File: config.mk
export PLATFORM = sky130hd
export DESIGN_NAME = win_bridge
export DESIGN_NICKNAME = d
export VERILOG_FILES = /design/src/rtl/win_bridge_pkg.sv /design/src/rtl/win_reg.sv /design/src/rtl/win_datapath.sv /design/src/rtl/win_ctrl.sv /design/src/rtl/win_bridge.sv
export SDC_FILE = /design/constraint.sdc
export NUM_CORES = 1
export LEC_CHECK = 0
export ABC_AREA = 1
export BUFFER_PORTS_ARGS = -buffer_cell sky130_fd_sc_hd__buf_2
export CELL_PAD_IN_SITES_DETAIL_PLACEMENT = 1
export CELL_PAD_IN_SITES_GLOBAL_PLACEMENT = 1
export CORE_ASPECT_RATIO = 0.75
export CORE_MARGIN = 1.5
export CORE_UTILIZATION = 28
export CTS_CLUSTER_DIAMETER = 30
export DETAILED_ROUTE_END_ITERATION = 10
export GPL_TIMING_DRIVEN = 0
export PLACE_DENSITY = 0.76
export SLEW_MARGIN = 10
export SYNTH_ARGS = -nofsm -noshare
export SYNTH_HDL_FRONTEND = slang
export SYNTH_SLANG_ARGS = --single-unit
File: constraint.sdc
create_clock -name clk -period 1.3 [get_ports clk]
set_clock_uncertainty 0.2 [all_clocks]
set_input_delay 0.195 -clock clk [delete_from_list [all_inputs] [get_ports clk]]
set_output_delay 0.195 -clock clk [all_outputs]
set_load 0.1 [all_outputs]
File: src/rtl/win_bridge_pkg.sv
package win_bridge_pkg;
  typedef enum logic [2:0] {
    ST_IDLE = 3'd0,
    ST_REQ  = 3'd1,
    ST_GAP  = 3'd2,
    ST_ACC  = 3'd3,
    ST_DONE = 3'd4
  } wb_state_e;

  localparam logic [7:0] TIMEOUT_BYTE = 8'hFF;
endpackage

File: src/rtl/win_reg.sv
module win_reg #(
  parameter int W = 9
) (
  input  logic         clk,
  input  logic         rst_n,
  input  logic         we,
  input  logic [W-1:0] din,
  output logic [W-1:0] q
);
  logic [W-1:0] q_nx;

  always_comb begin
    q_nx = q;
    if (we) q_nx = din;
  end

  always_ff @(posedge clk or negedge rst_n) begin
    if (!rst_n) q <= '0;
    else        q <= q_nx;
  end

  a_r9_window_load: assert property (@(posedge clk) disable iff (!rst_n)
    we |=> (q == $past(din)));
endmodule

File: src/rtl/win_datapath.sv
module win_datapath
  import win_bridge_pkg::*;
#(
  parameter int BANK_W = 9,
  parameter int SEC_AW = 16,
  parameter int DW     = 8,
  localparam int MAW   = BANK_W + SEC_AW - 2
) (
  input  logic            clk,
  input  logic            rst_n,
  input  logic [BANK_W-1:0] bank,
  input  logic [SEC_AW-1:0] sec_addr,
  input  logic [DW-1:0]   sec_wdata,
  input  logic            drive,
  input  logic            cap_en,
  input  logic            cap_to,
  input  logic [2*DW-1:0] mb_rdata,
  output logic [MAW-1:0]  mb_addr,
  output logic            mb_uds_n,
  output logic            mb_lds_n,
  output logic [2*DW-1:0] mb_wdata,
  output logic [DW-1:0]   sec_rdata
);
  logic          lane_lo;
  logic [DW-1:0] pick;
  logic [DW-1:0] rd_nx;

  assign lane_lo  = sec_addr[0];
  assign mb_addr  = {bank, sec_addr[SEC_AW-2:1]};
  assign mb_uds_n = !(drive && !lane_lo);
  assign mb_lds_n = !(drive && lane_lo);
  assign mb_wdata = {sec_wdata, sec_wdata};
  assign pick     = lane_lo ? mb_rdata[DW-1:0] : mb_rdata[2*DW-1:DW];

  always_comb begin
    rd_nx = sec_rdata;
    if (cap_en)      rd_nx = pick;
    else if (cap_to) rd_nx = TIMEOUT_BYTE[DW-1:0];
  end

  always_ff @(posedge clk or negedge rst_n) begin
    if (!rst_n) sec_rdata <= '0;
    else        sec_rdata <= rd_nx;
  end
endmodule

File: src/rtl/win_ctrl.sv
module win_ctrl
  import win_bridge_pkg::*;
#(
  parameter int TIMEOUT = 16,
  localparam int TW     = $clog2(TIMEOUT + 1)
) (
  input  logic clk,
  input  logic rst_n,
  input  logic bridged,
  input  logic mb_busy,
  input  logic mb_grant,
  input  logic mb_dtack_n,
  output logic mb_req,
  output logic drive,
  output logic cap_en,
  output logic cap_to,
  output logic sec_wait
);
  wb_state_e st, st_nx;
  logic [TW-1:0] tmr, tmr_nx;
  logic expired;

  assign expired = (tmr == TW'(TIMEOUT - 1));

  always_comb begin
    st_nx  = st;
    tmr_nx = tmr;
    case (st)
      ST_IDLE: if (bridged && !mb_busy) st_nx = ST_REQ;
      ST_REQ:  if (mb_grant) st_nx = ST_GAP;
      ST_GAP:  begin st_nx = ST_ACC; tmr_nx = '0; end
      ST_ACC: begin
        if (!mb_dtack_n || expired) st_nx = ST_DONE;
        else tmr_nx = tmr + 1'b1;
      end
      ST_DONE: if (!bridged) st_nx = ST_IDLE;
      default: st_nx = ST_IDLE;
    endcase
  end

  always_ff @(posedge clk or negedge rst_n) begin
    if (!rst_n) begin
      st  <= ST_IDLE;
      tmr <= '0;
    end else begin
      st  <= st_nx;
      tmr <= tmr_nx;
    end
  end

  assign mb_req   = (st == ST_REQ) || (st == ST_GAP) || (st == ST_ACC);
  assign drive    = (st == ST_ACC);
  assign cap_en   = drive && !mb_dtack_n;
  assign cap_to   = drive && mb_dtack_n && expired;
  assign sec_wait = bridged && (st != ST_DONE);

  a_r3_drive_needs_grant: assert property (@(posedge clk) disable iff (!rst_n)
    drive |-> mb_grant);
  a_r3_guard_cycle: assert property (@(posedge clk) disable iff (!rst_n)
    $rose(drive) |-> $past(mb_grant));
  a_r10_no_req_when_busy: assert property (@(posedge clk) disable iff (!rst_n)
    $rose(mb_req) |-> !$past(mb_busy));
  a_r7_release_after_done: assert property (@(posedge clk) disable iff (!rst_n)
    (bridged && !sec_wait) |-> (!mb_req && !drive));
  a_r8_timer_bound: assert property (@(posedge clk) disable iff (!rst_n)
    tmr < TW'(TIMEOUT));
endmodule

File: src/rtl/win_bridge.sv
module win_bridge #(
  parameter int BANK_W  = 9,
  parameter int SEC_AW  = 16,
  parameter int DW      = 8,
  parameter int TIMEOUT = 16,
  localparam int MAW    = BANK_W + SEC_AW - 2
) (
  input  logic              clk,
  input  logic              rst_n,
  input  logic              sec_req,
  input  logic              sec_wr,
  input  logic [SEC_AW-1:0] sec_addr,
  input  logic [DW-1:0]     sec_wdata,
  output logic [DW-1:0]     sec_rdata,
  output logic              sec_wait,
  input  logic              win_we,
  input  logic [BANK_W-1:0] win_din,
  input  logic              mb_busy,
  output logic              mb_req,
  input  logic              mb_grant,
  output logic [MAW-1:0]    mb_addr,
  output logic              mb_as_oe,
  output logic              mb_as_n,
  output logic              mb_rw,
  output logic              mb_uds_n,
  output logic              mb_lds_n,
  output logic [2*DW-1:0]   mb_wdata,
  output logic              mb_data_oe,
  input  logic [2*DW-1:0]   mb_rdata,
  input  logic              mb_dtack_n
);
  logic [1:0] rst_pipe;
  logic rst_s_n;
  logic [BANK_W-1:0] bank;
  logic bridged, drive, cap_en, cap_to;

  always_ff @(posedge clk or negedge rst_n) begin
    if (!rst_n) rst_pipe <= 2'b00;
    else        rst_pipe <= {rst_pipe[0], 1'b1};
  end
  assign rst_s_n = rst_pipe[1];

  assign bridged = sec_req && sec_addr[SEC_AW-1];

  win_reg #(.W(BANK_W)) u_win (
    .clk(clk), .rst_n(rst_s_n), .we(win_we), .din(win_din), .q(bank)
  );

  win_ctrl #(.TIMEOUT(TIMEOUT)) u_ctrl (
    .clk(clk), .rst_n(rst_s_n), .bridged(bridged), .mb_busy(mb_busy),
    .mb_grant(mb_grant), .mb_dtack_n(mb_dtack_n), .mb_req(mb_req),
    .drive(drive), .cap_en(cap_en), .cap_to(cap_to), .sec_wait(sec_wait)
  );

  win_datapath #(.BANK_W(BANK_W), .SEC_AW(SEC_AW), .DW(DW)) u_dp (
    .clk(clk), .rst_n(rst_s_n), .bank(bank), .sec_addr(sec_addr),
    .sec_wdata(sec_wdata), .drive(drive), .cap_en(cap_en), .cap_to(cap_to),
    .mb_rdata(mb_rdata), .mb_addr(mb_addr), .mb_uds_n(mb_uds_n),
    .mb_lds_n(mb_lds_n), .mb_wdata(mb_wdata), .sec_rdata(sec_rdata)
  );

  assign mb_as_oe   = drive;
  assign mb_as_n    = !drive;
  assign mb_rw      = !sec_wr;
  assign mb_data_oe = drive && sec_wr;

  a_r1_local_no_stall: assert property (@(posedge clk) disable iff (!rst_s_n)
    (sec_req && !sec_addr[SEC_AW-1]) |-> (!sec_wait && !mb_req));
endmodule

Yosys cells after proc, flatten, opt, wreduce, memory -nomap -nowiden
Index checks and enable logic that the tools add are counted.

storage, ports and cells
  bits in registers = 27
  bits of input ports = 57
  output and inout port bits = 55
  word-level logic and storage cells = 51

cells by class
  add/subtract/negate cells = 1
  equal/unequal tests = 11
  mux-type cells = 10
  reduce and logical (&&, ||, !) cells = 24

operators by type and width
  cell                   number
  $mux W8                3
  $pmux W3 S5            1
  $mux W3                4
  $pmux W5 S2            1
  $logic_and A1 B1 Y1    9
  $logic_not A1 Y1       7
  $eq A3 B2 Y1 const B   2
  $ne A2 B2 Y1 const B   3
  $add A5 B1 Y5 const B  1
  $eq A5 B4 Y1 const B   1
  $mux W5                1
  $ne A2 B1 Y1 const B   2
  $reduce_and A4 Y1      1
  $reduce_bool A2 Y1     2
  $eq A3 B1 Y1 const B   1
  $eq A3 B3 Y1 const B   1
  $logic_not A3 Y1       1
  $logic_or A1 B1 Y1     3
  $ne A3 B3 Y1 const B   1
  $reduce_and A2 Y1      1

Depth between registers and ports, before layout
  depth after elaboration = 5
  gate-level depth with buffers = 11
  depth with buffers taken out = 11

By module
A second synthesis with hierarchy kept.

second synthesis, totals
  cell total of the unflattened synthesis = 222
  area, all modules = 1,666.6 sq um

modules (own cells, without submodules)
  module        instances  cells an instance  area each (sq um)  seq. area each (sq um)
  win_datapath  1          110                758.2              200.2
  win_ctrl      1          65                 490.5              200.2
  win_reg       1          38                 341.6              225.2
  win_bridge    1          9                  76.3               50.0

Least setup slack after synthesis
OpenSTA, ideal clock, no wires.

  kind = reg-to-output
  from = register u_ctrl.st[2]
  to = output mb_data_oe
  arrival = 2.305 ns
  data required time = 0.905 ns
  path slack = -1.400 ns
  cell stages (with the launch flop) = 5
  buffers on the path = 1
  cell sequence = dfrtp_1 > buf_4 > inv_2 > nand3_4 > nor2_1

on the way
  longest elaborated chain between the ends = 2

ends and longest elaborated chain
  item                      line              source
  start: declaration        win_ctrl.sv:19    wb_state_e st, st_nx;
  start signal: assignment  win_ctrl.sv:46    st <= st_nx;
  $eq A3 B2 Y1              win_ctrl.sv:52    assign drive = (st == ST_ACC);
  $logic_and A1 B1 Y1       win_bridge.sv:65  assign mb_data_oe = drive && sec_wr;
  end: declaration          win_bridge.sv:28  output logic mb_data_oe,

Every way passes these cells.

Worst setup path in the final report
  from = register u_ctrl.tmr[1]
  to = register u_dp.sec_rdata[5]

on the way
  longest elaborated chain between the ends = 3

ends and longest elaborated chain
  item                          line                source
  start: declaration            win_ctrl.sv:20      logic [TW-1:0] tmr, tmr_nx;
  start signal: assignment      win_ctrl.sv:47      tmr <= tmr_nx;
  $eq A5 B4 Y1                  win_ctrl.sv:23      assign expired = (tmr == TW'(TIMEOUT - 1));
  $logic_and A1 B1 Y1           win_ctrl.sv:54      assign cap_to = drive && mb_dtack_n && expired;
  $reduce_bool A2 Y1 (no line)  -
  end signal: assignment        win_datapath.sv:43  else sec_rdata <= rd_nx;
  end: declaration              win_datapath.sv:22  output logic [DW-1:0] sec_rdata

Every way passes these cells.
A chain may end at the register's enable or synchronous reset.

==> metrics.cfg <==
[outcome]
run_status=finished with violations
violations=negative setup slack

[layout]
n_fill_cell=629
num_antenna_cells=0
nNetsFinal=354
finish.instance_area_mm2=0.002905
area_delta_synth_final_pct=86.36
layout-drive-gt1-share_pct=64.97

[yosys]
yosysSeqAreaShare_pct=43.34
yosys.area.top_type_share_pct=43.34
ys_seq_elements=27
synth_edf_count=0
yosys_warnings=0
ys_async_sr_fraction_pct=100.0
synth_nets=231
synth.most_common_cell=nand2_1
synth_area_per_cell_um2=9.064
synth.largest_area_cell=dfrtp_1
synth_common_cells=nand2_1, buf_4, dfrtp_1
synth_cells=172
synth_ff_type=dfrtp_1
synth.distinct_cells=25
syn_area_mm2=0.001559
synthTopCellsByArea=dfrtp_1, buf_4, nand2_1

[die]
dieArea_mm2=0.006029
io_pins=112
die_height_um=67.62
die_w_um=89.16
initial_utilization_pct=29.13
rows=23
core_mm2=0.005353

[timing]
tns_ns=-7.870
hold_viol=0
fmax_mhz=579.2
rsz0062_at_grt=true
drv_slew=0
fin_hold_ws_ns=0.02907
worstMarginPinSlew_ns=0.5659
fin_crit_ns=1.727
period_share_pct=132.8
fin_ws_ns=-0.4266
setup_viol=23
max_slew_margin_pct=62.27

[clock_tree]
cts_buffers=3
clockBufferDepth=2
htreeDepth=1
insertion_delay_ns=0.28
clock-sinks=27
tritoncts=built
cts_root_buf=clkbuf_8
clk_pin_slew_ns=0.10

[place]
routabilityCongestion=0.7089
port_buffers=87
placed_area_mm2=0.002176
dp_slack_ns=-0.5512
dp_hpwl_um=3175

[drt]
postRouteAntennaNets=0
route.vias.total=1570
drt_first_pass_iters=3
routed_wl_um=5100
wl_met2_um=2792
vias_per_cell=4.255
wl_per_cell_um=13.82
wl_met1_um=1962
dr.max_layer_used=met3
route.detailed.drc=0
wl_met3_um=345
drtIter0Drc=43

[critical_path]
r2r_start=u_ctrl.tmr[1]$_DFFE_PN0P_
crit_fanout=8
endpoint_kind=flip-flop
path_class=flip-flop to flip-flop
cp.required_ns=1.27
startpoint=u_ctrl.tmr[1]$_DFFE_PN0P_
r2r_setup_slack_ns=-0.43
arrival_ns=1.70
worstSetupStartpointType=flip-flop

[power_and_ir_drop]
p_leak_uw=0.001436
p_per_area_mw_per_mm2=2055
vdd_drop_max_v=0.001742

[global_routing]
grtUsageTotal_pct=16.35
grt_pass1_wl_um=7514
antenna_found_initial=0
grt_pass1_vias=1606
grt_max_degree=26
overflow=0

[hold_path]
hold_start=mb_rdata[15]
hp-class=primary input to flip-flop

[job]
maxCapViolCount=0

## per-layer routing
metal | global-route usage, % | vias up
met5 | 0 | -
met4 | 1.538 | 0
met3 | 5.257 | 0
met2 | 30.83 | 55
met1 | 18.74 | 748
li1 | - | 767
## metrics by stage
| step | instances | power [uW] | utilization [%] |
|---|---|---|---|
| global route | 369 | 6238 | 54.28 |
| floorplan | 172 | 3814 | - |
| global placement | 334 | 4237 | 40.65 |
| detailed placement | 334 | 4285 | 40.65 |
| CTS | 364 | 5675 | 51.57 |
| finish | 369 | 5971 | 54.28 |
## critical path, stage by stage (launching register included)
cell and delay (ns):
dfrtp_1 0.40, ha_2 0.19, nand2_1 0.06, nor2_1 0.04, ha_2 0.16, inv_2 0.06, nand2_4 0.06, inv_4 0.09
nor2_8 0.04, buf_12 0.13, o21a_1 0.18
## placed cells by master (no fill, tap or decap), drive strengths merged
cell type,n
o21a,5
nor2,11
mux2,9
dfrtp,27
o22ai,1
buf,140
inv,13
conb,1
nand2,45
a21oi,3
nand4,7
ha,2
o21ai,3
dlygate4sd3,11
clkinv,1
nand3,11
xnor2,1
clkbuf,3
## power breakdown
part | internal (uW) | switching, uW
sequential | 1070 | 277
combinational | 1500 | 2620
clock | 225 | 285
## area by class of cell
| cell class | instances | area, um2 | share of cell area [%] |
|---|---|---|---|
| Inverter | 13 | 53.80 | 1.852 |
| Clock buffer | 3 | 41.29 | 1.421 |
| Clock inverter | 1 | 8.758 | 0.3015 |
| Sequential cell | 27 | 690.7 | 23.77 |
| Timing Repair Buffer | 118 | 1075 | 36.99 |
| Tap cell | 75 | 93.84 | 3.230 |
| Buffer | 33 | 246.5 | 8.484 |
| Multi-Input combinational cell | 99 | 695.7 | 23.94 |
## sequential cells by signal (all words and copies together), names as in the netlist
name and cells:
u_ctrl.st 3, u_ctrl.tmr 5, u_win.q 9, u_dp.sec_rdata 8
rst_pipe 2
## logic make-up after synthesis
logic type	after synthesis	synth area share (%)
and+or+nand+nor	74	24.32
buffers and inverters	46	18.70
DFF	27	43.34
AOI/OAI and AO/OA	12	4.735
muxes	9	6.501
adders and majority gates	2	1.605
other	1	0.2405
xor gates and xnor gates	1	0.5619
## repair_timing
| action | CTS | global route |
|---|---|---|
| hold endpoints to repair | 11 | 0 |
| hold buffers | 11 | 0 |
| gates resized for setup | 85 | 25 |
| pin swaps | 8 | 1 |
| setup buffers | 15 | 5 |
| setup endpoints to repair | 65 | 40 |
## path summary, 6_finish.rpt
path / to / depth (start not counted)
max: u_dp.sec_rdata[5]$_DFFE_PN0P_ / 10
min: u_dp.sec_rdata[7]$_DFFE_PN0P_ / 5
max reg2reg: u_dp.sec_rdata[5]$_DFFE_PN0P_ / 10
min reg2reg: u_dp.sec_rdata[3]$_DFFE_PN0P_ / 0
max in group asynchronous: rst_pipe[1]$_DFF_PN0_ / 3
min in group asynchronous: u_dp.sec_rdata[3]$_DFFE_PN0P_ / 0
(Power assumes the default switching activity.)
